`src/rtl/spi_hold_gate.sv`:
```
module spi_hold_gate #(
  parameter int SYNC_STAGES = 2
) (
  input  logic clk,
  input  logic rst_n,
  input  logic sck_i,
  input  logic cs_n_i,
  input  logic hold_n_i,
  input  logic eng_so_oe_i,
  output logic sck_rise_o,
  output logic sck_fall_o,
  output logic cs_n_o,
  output logic freeze_o,
  output logic so_oe_o
);

  localparam int TOP = SYNC_STAGES - 1;

  typedef enum logic [1:0] {RUN, PEND, PAUSE} gate_t;

  logic [TOP:0] sck_q, cs_q, hold_q;
  logic         sck_d, heff_d;
  gate_t        st, st_nx;

  always_ff @(posedge clk or negedge rst_n)
    if (!rst_n) begin
      sck_q  <= '0;
      cs_q   <= '1;
      hold_q <= '1;
    end else begin
      sck_q  <= {sck_q[TOP-1:0], sck_i};
      cs_q   <= {cs_q[TOP-1:0], cs_n_i};
      hold_q <= {hold_q[TOP-1:0], hold_n_i};
    end

  wire s_sck  = sck_q[TOP];
  wire s_cs_n = cs_q[TOP];
  wire heff   = ~hold_q[TOP] & ~s_cs_n;
  wire rise   = s_sck & ~sck_d;
  wire fall   = ~s_sck & sck_d;
  wire h_on   = heff & ~heff_d;
  wire h_off  = ~heff & heff_d;

  always_comb begin
    st_nx = st;
    if (s_cs_n) st_nx = RUN;
    else case (st)
      RUN:     if (h_on) st_nx = s_sck ? PEND : PAUSE;
      PEND:    if (!heff) st_nx = RUN;
               else if (fall) st_nx = PAUSE;
      PAUSE:   if (h_off && !s_sck) st_nx = RUN;
      default: st_nx = RUN;
    endcase
  end

  always_ff @(posedge clk or negedge rst_n)
    if (!rst_n) begin
      st     <= RUN;
      sck_d  <= 1'b0;
      heff_d <= 1'b0;
    end else begin
      st     <= st_nx;
      sck_d  <= s_sck;
      heff_d <= heff;
    end

  assign freeze_o   = (st == PAUSE);
  assign cs_n_o     = s_cs_n;
  assign sck_rise_o = rise & ~freeze_o;
  assign sck_fall_o = fall & ((st == RUN) | ((st == PEND) & ~heff));
  assign so_oe_o    = eng_so_oe_i & ~freeze_o;

  a_r5_no_edges_paused: assert property (@(posedge clk) disable iff (!rst_n)
    freeze_o |-> (!sck_rise_o && !sck_fall_o));

  a_r6_so_off_paused: assert property (@(posedge clk) disable iff (!rst_n)
    freeze_o |-> !so_oe_o);

  a_r8_cs_clears: assert property (@(posedge clk) disable iff (!rst_n)
    cs_n_o |=> !freeze_o);

  a_r7_hold_while_high: assert property (@(posedge clk) disable iff (!rst_n)
    (freeze_o && s_sck && !cs_n_o) |=> freeze_o);

  a_r2_enter_low: assert property (@(posedge clk) disable iff (!rst_n)
    (st == RUN && h_on && !s_sck && !cs_n_o) |=> freeze_o);

  a_r4_cancel: assert property (@(posedge clk) disable iff (!rst_n)
    (st == PEND && !heff) |=> !freeze_o);

endmodule

```
`config.mk`:
```
export PLATFORM = sky130hd
export DESIGN_NAME = spi_hold_gate
export DESIGN_NICKNAME = d
export VERILOG_FILES = /design/src/rtl/spi_hold_gate.sv
export SDC_FILE = /design/constraint.sdc
export NUM_CORES = 1
export LEC_CHECK = 0
export BUFFER_PORTS_ARGS = -buffer_cell sky130_fd_sc_hd__buf_4
export CORE_AREA = 10 10 47 49
export DETAILED_ROUTE_END_ITERATION = 8
export DIE_AREA = 0 0 57 59
export PLACE_DENSITY_LB_ADDON = 0.15
export SYNTH_ARGS = -nofsm -noshare
export SYNTH_HDL_FRONTEND = slang
export SYNTH_SLANG_ARGS = --single-unit
export TNS_END_PERCENT = 1
```
`constraint.sdc`:
```
create_clock -name clk -period 1 [get_ports clk]
set_input_delay 0.2 -clock clk [delete_from_list [all_inputs] [get_ports clk]]
set_output_delay 0.2 -clock clk [all_outputs]
set_load 0.01 [all_outputs]
```
==> results.tsv <==
stage	metric	value	unit
outcome	run status	complete, but fails checks	
outcome	violated checks	negative setup slack	
placement	final HPWL from detailed placement	625	µm
timing	Setup Viol. Count Final	6	
floorplanning	width of the die	57	µm
cells_and_area	Final Net Count	58	
clocking	number of buffers created by CTS	3	
hold_path	type of the most critical hold path	in2reg	
power	Leak	0.292	nW
yosys	number of different library cells in the post-synthesis netlist	15	
flow_run	Max-cap violations	0	
yosys	count of synthesis-stage warnings from yosys	0	
timing	RSZ-0062 raised after global routing	true	
yosys	part of the Yosys area used for sequential elements	0.658	
yosys	register bit total from synthesis	10	
floorplanning	overall die area	3360	µm²
hold_path	source of the worst hold timing path	sck_i	
routing	DRT iter0 DRCs	2	
global_routing	number of global-route vias before repair	350	
critical_path	worst reg2reg startpoint	st[0]	
critical_path	WS Path Type	reg2out	
timing	post-route minimum period	1.37	ns
critical_path	FF-to-FF End	st[1]	
placement	weighted congestion at the end of routability-driven global placement	0.693	
clocking	Skew-Pair Late Insertion Delay	0.26	ns
global_routing	wire length of the first global-routing pass	1.50	mm
clocking	post-CTS clock slew at the launch and capture registers of the worst setup and hold paths	0.06	ns
routing	Post-DRT Antenna Nets	0	
yosys	summed instance area of the synthesized netlist	388	µm²
timing	peak clock frequency supported by timing	731	MHz
routing	number of vias per cell after detailed routing	4.60	
power	PD cells	1400	nW/µm²
global_routing	maximum number of pins on one net before global-route repair	11	
timing	worst hold margin	0.0449	ns
global_routing	Overflow after GRT	0	
floorplanning	Core Region	1400	µm²
cells_and_area	Area Growth Syn to Fin	61.3	%
clocking	CTS HTree Levels	1	
clocking	clock tree from TritonCTS	built	
timing	setup skew after layout	0.00656	ns
yosys	most common flop cell mapped by yosys	dfrtp_1	
timing	PnR worst setup slack	-0.367	ns
yosys	share of synthesized registers carrying an async set or reset	1.00	
clocking	clk sinks	10	
floorplanning	Initial Util	0.277	
critical_path	worst-path maximum fanout	4	
cells_and_area	final core area utilization	0.446	
routing	number of vias in the routed layout	308	
yosys	post-synth top area cell	dfrtp_1	
timing	slew at the pin with the worst max-slew slack	0.196	ns
clocking	buffer cell driving the clock tree root	clkbuf_4	
yosys	top area cells in the synthesized netlist	dfrtp_1, dfstp_2, nor2b_1	
floorplanning	row cnt	14	
power	IR drop worst, VDD	0.956	mV
yosys	most numerous cell types in the synthesized netlist	dfrtp_1, dfstp_2, nor2b_1	
timing	Period Utilization, post-route	1.37	
timing	Slew Limit Fails	0	
cells_and_area	diode count	0	
routing	DRC Markers	0	
hold_path	number of cells traversed by the worst hold path	1	
floorplanning	height of the die	59	µm
routing	number of iterations in the first detailed-routing pass	2	
placement	number of buffers added on ports	10	
yosys	gate count after technology mapping	27	
critical_path	R2R cell count	4	
clocking	Longest Clk Path Bufs	2	
cells_and_area	proportion of layout cells with a drive suffix above 1	0.667	
critical_path	startpoint type of the worst setup path	flip-flop	
global_routing	antenna violations before repair	0	
yosys	EDFF count, synth	0	
critical_path	element type at the critical path end	output port	
global_routing	Tot GR Track Use	0.0566	
floorplanning	I/O pins	11	
critical_path	reg-to-reg setup timing slack	-0.20	ns
yosys	average footprint of a synthesized cell	14.4	µm²
yosys	proportion of netlist area held by the largest area contributor	0.387	
timing	max_slew headroom	0.869	
critical_path	data required time of the worst path	0.80	ns
timing	final hold violations	0	
yosys	synthesized netlist net count	33	
critical_path	endpoint arrival time on the critical path	1.17	ns
routing	detailed-route wire length	858	µm
hold_path	end of the worst hold path	sck_q[0]	
yosys	count leader, synth	dfrtp_1	
routing	routed length per placed instance	12.8	µm
critical_path	Worst setup startpoint	st[0]	
==> flip-flops by register name, indices dropped and copies added, names as in the netlist <==
name    flops
cs_q        2
hold_q      2
sck_q       2
st          2
heff_d      1
sck_d       1
==> worst max-delay path by stage <==
| stage | to | slack (ns) | cells after the start |
|---|---|---|---|
| after floorplan | sck_rise_o | -0.09 | 2 |
| after global placement | sck_rise_o | -0.14 | 3 |
| after detailed placement | sck_rise_o | -0.16 | 3 |
| after CTS | sck_rise_o | -0.38 | 3 |
| after global routing | sck_rise_o | -0.44 | 3 |
| final | sck_fall_o | -0.37 | 3 |
==> cell type report <==
class	count	area (µm²)
inverters	1	3.75
well taps	16	20.0
fillers	146	776
repair buffers	20	168
multi-input cells	16	151
flip-flops and latches	10	256
clock buffers	4	26.3
==> worst max-delay path, stage by stage (launching register included) <==
cell and delay (ns):
dfrtp_2 0.40, buf_4 0.15, a211oi_2 0.20, buf_4 0.15
==> metrics by stage <==
step	power, mW	cell area, µm²	std cells	TNS (ns)	setup slack [ns]
final	0.879	626	67	-1.66	-0.367
after floorplan	0.511	400	27	-0.296	-0.0859
after global routing	0.946	626	67	-2.04	-0.444
after CTS	0.891	608	67	-1.75	-0.384
after detailed placement	0.589	548	60	-0.445	-0.157
after global placement	0.588	548	60	-0.415	-0.145
==> layout by cell type (no fill, tap or decap), types with 3 or more instances in the layout <==
cell	synthesis	routed
buf_6	0	4
dfstp_2	4	4
dfrtp_1	6	5
buf_4	0	15
nor2b_1	4	4
clkbuf_4	0	3
==> where the power goes <==
| group | leakage [nW] | switching (mW) | total, mW | internal [mW] |
|---|---|---|---|---|
| logic | 0.162 | 0.0644 | 0.155 | 0.0909 |
| registers | 0.115 | 0.0143 | 0.447 | 0.433 |
| clock network | 0.0150 | 0.123 | 0.276 | 0.153 |
| total | 0.292 | 0.201 | 0.879 | 0.677 |
==> per-layer routing <==
layer / up-vias / global-route usage / routed length (µm)
met2: 8 / 0.0868 / 497
met4: 0 / 0.0503 / 0
met1: 156 / 0.0547 / 315
li1: 144 / - / -
met5: - / 0 / 0
met3: 0 / 0.0300 / 45
==> cells by family after synthesis <==
logic type             count (synthesis)  synth area share
flip-flops                            10             0.658
AO/OA/AOI/OAI                          6             0.132
buffers and inverters                  1           0.00967
AND/OR/NAND/NOR                       10             0.200
==> timing repair <==
action | 4_1_cts | 5_1_grt
hold buffers | 1 | 0
pin swaps | 0 | 3
setup endpoints to repair | 6 | 7
buffers inserted | 2 | 0
hold endpoints to repair | 10 | 0
resized for setup | 2 | 4
(Power assumes the default switching activity.)
